==> src/rtl/guard_pkg.sv <==
package guard_pkg;

    typedef struct packed {
        logic       hold;
        logic       pin_edge;
        logic       pin_func;
        logic       intv_mode;
        logic       clr;
        logic       use_b;
        logic [1:0] span;
    } guard_ctl_t;

    // ticks until expiry for a given interval select and counter width
    function automatic logic [31:0] span_limit(input logic [1:0] sel, input int cnt_w);
        case (sel)
            2'd0:    return 32'd1 << (cnt_w - 1);
            2'd1:    return 32'd1 << (cnt_w - 3);
            2'd2:    return 32'd1 << (cnt_w - 7);
            default: return 32'd1 << (cnt_w - 10);
        endcase
    endfunction

endpackage

==> src/rtl/guard_regs.sv <==
module guard_regs
    import guard_pkg::*;
#(
    parameter int          ADDR_W    = 16,
    parameter logic [15:0] BASE_ADDR = 16'h0120,
    parameter logic [7:0]  KEY_WR    = 8'h5A,
    parameter logic [7:0]  KEY_RD    = 8'h69
) (
    input  logic              clk,
    input  logic              rst_n,
    input  logic [ADDR_W-1:0] bus_addr,
    input  logic [15:0]       bus_wdata,
    input  logic              bus_we,
    output logic [15:0]       bus_rdata,
    output guard_ctl_t        ctl,
    output logic              clr_pulse,
    output logic              bad_key
);

    localparam logic [ADDR_W-1:0] HIT_ADDR = ADDR_W'(BASE_ADDR);

    typedef struct packed {
        guard_ctl_t ctl;
    } regs_state_t;

    regs_state_t st_d, st_q;
    logic        hit;
    logic        key_ok;
    guard_ctl_t  wr_val;

    always_comb begin
        hit       = (bus_addr == HIT_ADDR);
        key_ok    = (bus_wdata[15:8] == KEY_WR);
        wr_val    = guard_ctl_t'(bus_wdata[7:0]);
        wr_val.clr = 1'b0;
        st_d      = st_q;
        clr_pulse = 1'b0;
        bad_key   = 1'b0;
        if (bus_we && hit) begin
            if (key_ok) begin
                st_d.ctl  = wr_val;
                clr_pulse = bus_wdata[3];
            end else begin
                bad_key   = 1'b1;
            end
        end
        bus_rdata = hit ? {KEY_RD, st_q.ctl} : 16'h0000;
    end

    always_ff @(posedge clk or negedge rst_n) begin
        if (!rst_n) st_q <= '0;
        else        st_q <= st_d;
    end

    assign ctl = st_q.ctl;

endmodule

==> src/rtl/guard_counter.sv <==
module guard_counter
    import guard_pkg::*;
#(
    parameter int CNT_W = 16
) (
    input  logic             clk,
    input  logic             rst_n,
    input  logic             hold,
    input  logic             use_b,
    input  logic [1:0]       span,
    input  logic             clr_pulse,
    input  logic             tick_a,
    input  logic             tick_b,
    output logic             expire,
    output logic [CNT_W-1:0] cnt
);

    typedef struct packed {
        logic [CNT_W-1:0] cnt;
    } cnt_state_t;

    cnt_state_t  st_d, st_q;
    logic        step;
    logic [31:0] limit;

    always_comb begin
        step   = !hold && (use_b ? tick_b : tick_a);
        limit  = span_limit(span, CNT_W);
        expire = step && !clr_pulse && (32'(st_q.cnt) >= (limit - 32'd1));
        st_d   = st_q;
        if (clr_pulse || expire) st_d.cnt = '0;
        else if (step)           st_d.cnt = st_q.cnt + CNT_W'(1);
    end

    always_ff @(posedge clk or negedge rst_n) begin
        if (!rst_n) st_q <= '0;
        else        st_q <= st_d;
    end

    assign cnt = st_q.cnt;

endmodule

==> src/rtl/guard_event.sv <==
module guard_event (
    input  logic clk,
    input  logic rst_n,
    input  logic expire,
    input  logic intv_mode,
    input  logic bad_key,
    input  logic irq_ack,
    output logic rst_req,
    output logic irq
);

    typedef struct packed {
        logic rst_req;
        logic irq;
    } ev_state_t;

    ev_state_t st_d, st_q;

    always_comb begin
        st_d.rst_req = bad_key || (expire && !intv_mode);
        if (expire && intv_mode) st_d.irq = 1'b1;
        else if (irq_ack)        st_d.irq = 1'b0;
        else                     st_d.irq = st_q.irq;
    end

    always_ff @(posedge clk or negedge rst_n) begin
        if (!rst_n) st_q <= '0;
        else        st_q <= st_d;
    end

    assign rst_req = st_q.rst_req;
    assign irq     = st_q.irq;

endmodule

==> src/rtl/guard_timer.sv <==
module guard_timer
    import guard_pkg::*;
#(
    parameter int          ADDR_W    = 16,
    parameter logic [15:0] BASE_ADDR = 16'h0120,
    parameter logic [7:0]  KEY_WR    = 8'h5A,
    parameter logic [7:0]  KEY_RD    = 8'h69,
    parameter int          CNT_W     = 16
) (
    input  logic              clk,
    input  logic              rst_n,
    input  logic [ADDR_W-1:0] bus_addr,
    input  logic [15:0]       bus_wdata,
    input  logic              bus_we,
    output logic [15:0]       bus_rdata,
    input  logic              tick_a,
    input  logic              tick_b,
    input  logic              irq_ack,
    output logic              rst_req,
    output logic              irq
);

    guard_ctl_t       ctl;
    logic [7:0]       ctl_q;
    logic [CNT_W-1:0] cnt_q;
    logic             clr_pulse;
    logic             bad_key;
    logic             expire;

    guard_regs #(
        .ADDR_W(ADDR_W), .BASE_ADDR(BASE_ADDR), .KEY_WR(KEY_WR), .KEY_RD(KEY_RD)
    ) u_regs (
        .clk(clk), .rst_n(rst_n), .bus_addr(bus_addr), .bus_wdata(bus_wdata),
        .bus_we(bus_we), .bus_rdata(bus_rdata), .ctl(ctl),
        .clr_pulse(clr_pulse), .bad_key(bad_key)
    );

    guard_counter #(.CNT_W(CNT_W)) u_cnt (
        .clk(clk), .rst_n(rst_n), .hold(ctl.hold), .use_b(ctl.use_b),
        .span(ctl.span), .clr_pulse(clr_pulse), .tick_a(tick_a),
        .tick_b(tick_b), .expire(expire), .cnt(cnt_q)
    );

    guard_event u_ev (
        .clk(clk), .rst_n(rst_n), .expire(expire), .intv_mode(ctl.intv_mode),
        .bad_key(bad_key), .irq_ack(irq_ack), .rst_req(rst_req), .irq(irq)
    );

    assign ctl_q = ctl;

endmodule

==> config.mk <==
export PLATFORM = sky130hd
export DESIGN_NAME = guard_timer
export DESIGN_NICKNAME = d
export VERILOG_FILES = /design/src/rtl/guard_pkg.sv /design/src/rtl/guard_regs.sv /design/src/rtl/guard_counter.sv /design/src/rtl/guard_event.sv /design/src/rtl/guard_timer.sv
export SDC_FILE = /design/constraint.sdc
export NUM_CORES = 1
export LEC_CHECK = 0
export BUFFER_PORTS_ARGS = -buffer_cell sky130_fd_sc_hd__clkbuf_2
export CAP_MARGIN = 20
export CORE_MARGIN = 8
export CORE_UTILIZATION = 50
export CTS_CLUSTER_SIZE = 12
export DETAILED_ROUTE_END_ITERATION = 12
export GPL_TIMING_DRIVEN = 0
export PLACE_DENSITY = 0.81
export SLEW_MARGIN = 10
export SYNTH_ARGS = -nofsm -noshare
export SYNTH_HDL_FRONTEND = slang
export SYNTH_SLANG_ARGS = --single-unit
==> constraint.sdc <==
create_clock -name clk -period 3.1 [get_ports clk]
set_input_delay 0.155 -clock clk [delete_from_list [all_inputs] [get_ports clk]]
set_output_delay 0.155 -clock clk [all_outputs]
set_load 0.01 [all_outputs]
==> metrics.txt, run 1 <==
synth warn 0; Hold Crit Start bus_wdata[4]; post-synthesis cell area 1650 um^2; Sw Pwr 0.225 mW; WHS 50.3 ps; Detail Route Antenna Nets 0; Layout area overhead 22.4%; most used flip-flop cell after synthesis dfrtp_1; Placer Congestion 0.874; Syn Area/Cell approximately 9.7 um^2; Final Skew 5.34 ps; DR iter-0 viols 70; via count between 1,000 and 1,500; layout cells sized above 1 0.345; worst-path fanout max 10; Global Route Usage Sum 0.157; drc violations 0; largest net degree at the start of global routing 26; # rows 21; fin crit period 2570 ps; clock share of power 0.208; switching share of power 0.317; Post-synth EDFFs 0; dominant cell type by area after synthesis dfrtp_1; total clock buffers created by CTS 3; WL per Instance 14.7 um; Die Ht 73.4 um; layout net count between 200 and 300; Num Clock Sinks 25; Skew-Pair Late Insertion Delay roughly 320 ps; status completed; Gate power share 0.202; sequential-to-total area share from yosys stat 0.380; clk slew on worst S/H paths 130 ps; top cells by count, synth 25 x dfrtp_1, 12 x a21oi_1, 11 x nand3_1; max cap viols 0; share of the core filled with cells 0.619; H-tree levels 1; filler instances 329; I/O pin count 56; hold endpoint u_regs.ctl[4]$_DFFE_PN0P_; dominant cells by area after synthesis dfrtp_1 38%, ha_1 6.1%, mux2_2 4.8%, buf_4 4.1%, a21oi_1 3.6%; RSZ-0062 raised after global routing no; r2r endpoint u_cnt.cnt[8]$_DFFE_PN0P_; # diodes 0; type of destination of the critical path flip-flop; effective utilization at floorplan 0.505; top cell type's share of synthesized area 0.380; Hold Path Class input port to flip-flop; register share of total power 0.590; Power, Total 0.711 mW; Rel. slew slack 0.596; drt total wl between 4 and 5 mm; reg-to-reg startpoint u_regs.ctl[1]$_DFFE_PN0P_; Setup TNS 0 ps; first-pass GRT wire length ~6.7 mm; number of buffers added for setup after CTS 0; DRT Pass-1 Iters 4; endpoints failing setup 0; Leak 0.993 nW; CTS tree yes; width of the chip ~73 um; core area 3260 um^2; Port Buffers 50; Final Cycle Share 0.829; Int Pwr 0.485 mW; Hold Path Stages 2; Max Clk Rate 389 MHz; Worst R2R Setup Slack approximately 530 ps; Post-Syn Instances 169; WS Path Type flip-flop to flip-flop; multi-input logic area 948 um^2; final-report hold violation count 0; FF+latch count, synth 25; DP HPWL 3.26 mm; post-cts resize count 0; vias in the first global route 1,470; worst vdd ir 198 uV; number of library cell types mapped by synthesis 39; required time of the worst setup path 3320 ps; Pwr Density 353 nW/um^2; total gr overflow 0; cts hold-fix bufs 2; Tightest Pin Transition 606 ps; Placed Area around 2000 um^2; Worst Setup Start Kind flip-flop; top-count cell post-synth dfrtp_1; CP Data Arrival Time 2790 ps; final instance area 2020 um^2; Max clock buf depth 2; FF-to-FF path depth 8; Root Buffer clkbuf_4; final max-slew violation count 0; Vias/cell 5.41; initial antenna violation count 0; ys async rst share 1.00; die area 5390 um^2; register area 626 um^2
-- cells in the final DEF, fill, tap and decap left out, types with 7 or more instances in the layout --
cell type and n:
buf_4 9, and2_1 9, clkbuf_2 50, mux2_2 7, nand2_1 8, ha_1 8, dfrtp_1 25, a21oi_1 12
nor2_1 8, nand3_1 11
-- routing by layer --
layer	vias up	part of all wire	track usage
met3	7	0.035	0.0259
met4	0	0.021	0.0643
met1	697	0.42	0.188
li1	751	-	-
met5	-	0	0
met2	34	0.52	0.271
-- final cells by class --
| type | instances | share of cell area |
|---|---|---|
| multi-input cells | 134 | 0.471 |
| flip-flops and latches | 25 | 0.310 |
| repair buffers | 52 | 0.134 |
| plain buffers | 12 | 0.0397 |
| well taps | 46 | 0.0286 |
| clock buffers | 4 | 0.0130 |
| inverters | 2 | 0.00372 |
-- worst max-delay path: stages, from the launching register on --
cell,delay [ps]
dfrtp_1,500
or2_2,320
ha_1,290
and4_1,240
nor3b_1,280
o2111ai_1,210
nand3_1,270
buf_2,270
nor2_1,80
-- sequential cells by signal, indices dropped and copies added, names as in the netlist --
register and flops:
u_ev.rst_req 1, u_cnt.cnt 16, u_regs.ctl 7, u_ev.irq 1
-- power groups by stage --
stage | registers (mW) | clock network [mW] | logic, mW
final | 0.419 | 0.148 | 0.144
after global routing | 0.427 | 0.163 | 0.163
after CTS | 0.418 | 0.153 | 0.144
after detailed placement | 0.425 | 0 | 0.140
after global placement | 0.421 | 0 | 0.137
after floorplan | 0.411 | 0 | 0.0894
-- metrics by stage --
step | cells | setup slack, ps
final | 275 | 529
after global routing | 275 | 419
after CTS | 275 | 551
after detailed placement | 269 | 594
after global placement | 269 | 607
after floorplan | 173 | 947
-- how the worst max path moves through the flow --
stage          slack [ps]                       from  depth (start not counted)                        end
2_1_floorplan         950  u_regs.ctl[1]$_DFFE_PN0P_                          8  u_cnt.cnt[12]$_DFFE_PN0P_
3_3_place_gp          610  u_regs.ctl[1]$_DFFE_PN0P_                          8   u_cnt.cnt[6]$_DFFE_PN0P_
3_5_place_dp          590  u_regs.ctl[1]$_DFFE_PN0P_                          8   u_cnt.cnt[8]$_DFFE_PN0P_
4_1_cts               550  u_regs.ctl[1]$_DFFE_PN0P_                          8   u_cnt.cnt[8]$_DFFE_PN0P_
5_1_grt               420  u_regs.ctl[1]$_DFFE_PN0P_                          8   u_cnt.cnt[8]$_DFFE_PN0P_
6_report              530  u_regs.ctl[1]$_DFFE_PN0P_                          8   u_cnt.cnt[8]$_DFFE_PN0P_
-- logic make-up after synthesis --
kind of cell             count (synthesis)  share of synthesized area
AND/OR/NAND/NOR                         74                      0.283
AO/OA/AOI/OAI                           33                      0.138
flip-flops                              25                      0.380
buffers and inverters                   14                     0.0532
adder cells (fa/ha/maj)                  8                     0.0608
multiplexers                             8                     0.0540
XOR/XNOR                                 5                     0.0266
other                                    2                    0.00456
Note: power is estimated with default switching activity, not from simulation.
==> inputs of run 2 (changes only) <==
--- a/config.mk
+++ b/config.mk
@@ -5,14 +5,15 @@
 export SDC_FILE = /design/constraint.sdc
 export NUM_CORES = 1
 export LEC_CHECK = 0
+export ABC_AREA = 1
 export BUFFER_PORTS_ARGS = -buffer_cell sky130_fd_sc_hd__clkbuf_2
 export CAP_MARGIN = 20
 export CORE_MARGIN = 8
-export CORE_UTILIZATION = 50
+export CORE_UTILIZATION = 53
 export CTS_CLUSTER_SIZE = 12
 export DETAILED_ROUTE_END_ITERATION = 12
 export GPL_TIMING_DRIVEN = 0
-export PLACE_DENSITY = 0.81
+export PLACE_DENSITY = 0.82
 export SLEW_MARGIN = 10
 export SYNTH_ARGS = -nofsm -noshare
 export SYNTH_HDL_FRONTEND = slang
==> constraint.sdc (replaced) <==
create_clock -name clk -period 2.5 [get_ports clk]
set_input_delay 0.125 -clock clk [delete_from_list [all_inputs] [get_ports clk]]
set_output_delay 0.125 -clock clk [all_outputs]
set_load 0.01 [all_outputs]
==> metrics.txt, run 2 <==
r2r endpoint u_cnt.cnt[1]$_DFFE_PN0P_; # diodes 0; fin crit period 2000 ps; Hold Crit Start bus_wdata[5]; Max Clk Rate 500 MHz; top cells by count, synth 77 x nand2_1, 40 x inv_1, 38 x nor2_1; Syn Area/Cell 6.78 um^2; Hold Path Stages 3; ys async rst share 1.00; clk slew on worst S/H paths 90 ps; Layout area overhead 18.8%; DR iter-0 viols ~110; via count 2,102; Worst Setup Start Kind flip-flop; hold endpoint u_regs.ctl[5]$_DFFE_PN0P_; Met1 Wirelength 1.96 mm; Power, Total between 0.9 and 1 mW; Leak 1.34 nW; sequential-to-total area share from yosys stat 0.308; top cell type's share of synthesized area 0.308; drc violations 0; I/O pin count 56; vias in the first global route 1,987; H-tree levels 1; RSZ-0062 raised after global routing no; Final Skew 3.48 ps; layout cells sized above 1 0.248; most frequent cells in the layout 77 x nand2_1, 50 x clkbuf_2, 40 x inv_1; Tightest Pin Transition around 660 ps; routed wl met3 231 um; switching share of power 0.297; post-synthesis cell area 2030 um^2; type of destination of the critical path flip-flop; CP Data Arrival Time about 2200 ps; final-report hold violation count 0; Detail Route Antenna Nets 0; total clock buffers created by CTS 3; Crit path top cell by count nand2_1; width of the chip 78.0 um; dominant cell type by area after synthesis dfrtp_1; Max clock buf depth 2; top-count cell post-synth nand2_1; first-pass GRT wire length 8.38 mm; Global Route Usage Sum 0.164; Root Buffer clkbuf_8; Top delay family on crit path simple AND/OR/NAND/NOR gates; Met2 Wirelength 2.57 mm; max cap viols 0; CP Cell Sequence inv_1, nand2_1, ha_1, nand2_1, nor2_1, nand2_1, nor2_1, nand2_2, nor2_4, nor2_4, buf_6, nand4_1, nand2_1; Slowest Stage Delay on Critical Path about 470 ps; commonest non-fill, non-tap cell in the layout nand2_1; WL per Instance around 12 um; layout net count 406; Rel. slew slack 0.557; initial antenna violation count 0; DRT Pass-1 Iters 4; reg-to-reg startpoint u_regs.ctl[1]$_DFFE_PN0P_; status completed; Sw Pwr 0.268 mW; Post-synth EDFFs 0; synth warn 0; Final Cycle Share 0.800; FF-to-FF path depth 13; max reg flops 16; largest net degree at the start of global routing 26; CP max-delay cell dfrtp_1; dominant cells by area after synthesis dfrtp_1 31%, nand2_1 14%, nand3_1 8.9%, inv_1 7.4%, nor2_1 7.0%; Gate power share 0.197; number of library cell types mapped by synthesis 27; Post-Syn Instances 300; WHS between 80 and 90 ps; most used flip-flop cell after synthesis dfrtp_1; number of buffers added for setup after CTS 0; CTS tree yes; core area 3690 um^2; FF+latch count, synth 25; Worst R2R Setup Slack about 500 ps; Setup TNS 0 ps; DP HPWL 3.90 mm; Die Ht 78.0 um; Port Buffers 50; # rows 22; Hold Path Class input port to flip-flop; die area 6080 um^2; Int Pwr roughly 0.63 mW; total gr overflow 0; required time of the worst setup path 2660 ps; Vias/cell 5.16; register share of total power 0.537; final max-slew violation count 0; worst vdd ir 305 uV; effective utilization at floorplan 0.552; Pwr Density between 300 and 400 nW/um^2; Skew-Pair Late Insertion Delay 260 ps; drt total wl 4.85 mm; endpoints failing setup 0; clock share of power 0.266; worst-path fanout max 10; Max Used Layer met4; Placer Congestion 0.884; WS Path Type flip-flop to flip-flop; CP bufs+invs 2; Num Clock Sinks 25
-- run 2: cell count changes after synthesis, moves of 15 or more --
cell	delta
inv_1	+38
nor2_1	+30
nand2_1	+69
nand3_1	+25
nand4_1	+15
-- run 2: worst register-to-register path: cells and delay by family (launching register included) --
| kind | cells | cell delay, ps |
|---|---|---|
| adder cells (fa/ha/maj) | 1 | 280 |
| buffers and inverters | 2 | 260 |
| flip-flops | 1 | 470 |
| AND/OR/NAND/NOR | 10 | 890 |
-- run 2: cell families (layout without fill, tap and decap cells) --
logic type                 Yosys count  in the layout  synth area share
and+or+nand+nor                    191            191             0.448
AOI/OAI and AO/OA                    8              8            0.0240
adders and majority gates            8              8            0.0492
xor gates and xnor gates             8              8            0.0344
buffers and inverters               58            113             0.133
DFF                                 25             25             0.308
other                                2              6           0.00369
-- run 2: layout make-up --
cell class | instances | area [um^2]
Tap cell | 48 | 60.1
Buffer | 15 | 109
Clock buffer | 3 | 41.3
Fill cell | 343 | 1270
Clock inverter | 1 | 5.00
Inverter | 43 | 161
Timing Repair Buffer | 51 | 260
Multi-Input combinational cell | 221 | 1150
Sequential cell | 25 | 626
-- run 2: per-stage QoR --
| step | setup WS (ps) | util | area [um^2] | instances |
|---|---|---|---|---|
| 4_1_cts | 487 | 0.655 | 2420 | 407 |
| 2_1_floorplan | 734 | - | 2050 | 304 |
| 6_report | 500 | 0.655 | 2420 | 407 |
| 3_3_place_gp | 583 | 0.640 | 2360 | 402 |
| 3_5_place_dp | 489 | 0.640 | 2360 | 402 |
| 5_1_grt | 283 | 0.655 | 2420 | 407 |
-- run 2: worst max-delay path by stage --
| stage | from | to | cells past startpoint |
|---|---|---|---|
| 3_3_place_gp | u_regs.ctl[1]$_DFFE_PN0P_ | u_cnt.cnt[2]$_DFFE_PN0P_ | 13 |
| 2_1_floorplan | u_regs.ctl[1]$_DFFE_PN0P_ | u_cnt.cnt[0]$_DFFE_PN0P_ | 13 |
| 6_report | u_regs.ctl[1]$_DFFE_PN0P_ | u_cnt.cnt[1]$_DFFE_PN0P_ | 13 |
| 4_1_cts | u_regs.ctl[1]$_DFFE_PN0P_ | u_cnt.cnt[2]$_DFFE_PN0P_ | 13 |
| 5_1_grt | u_regs.ctl[1]$_DFFE_PN0P_ | u_cnt.cnt[2]$_DFFE_PN0P_ | 13 |
| 3_5_place_dp | u_regs.ctl[1]$_DFFE_PN0P_ | u_cnt.cnt[2]$_DFFE_PN0P_ | 13 |
-- run 2: power by group through the flow --
| stage | clock, mW | combinational (mW) | sequential (mW) |
|---|---|---|---|
| after CTS | 0.248 | 0.180 | 0.483 |
| after global routing | 0.268 | 0.204 | 0.489 |
| after floorplan | 0 | 0.125 | 0.482 |
| after global placement | 0 | 0.174 | 0.490 |
| final | 0.240 | 0.178 | 0.484 |
| after detailed placement | 0 | 0.178 | 0.491 |
-- run 2: what timing repair did --
action | 4_1_cts | 5_1_grt
hold buffers | 1 | 0
endpoints found under the hold margin | 25 | 0
resized for setup | 0 | 0
-- run 2: metal layers --
metal	vias to the layer above	track usage
met4	0	0.0611
met2	63	0.301
met1	976	0.189
met5	-	0
li1	1057	-
met3	6	0.0173
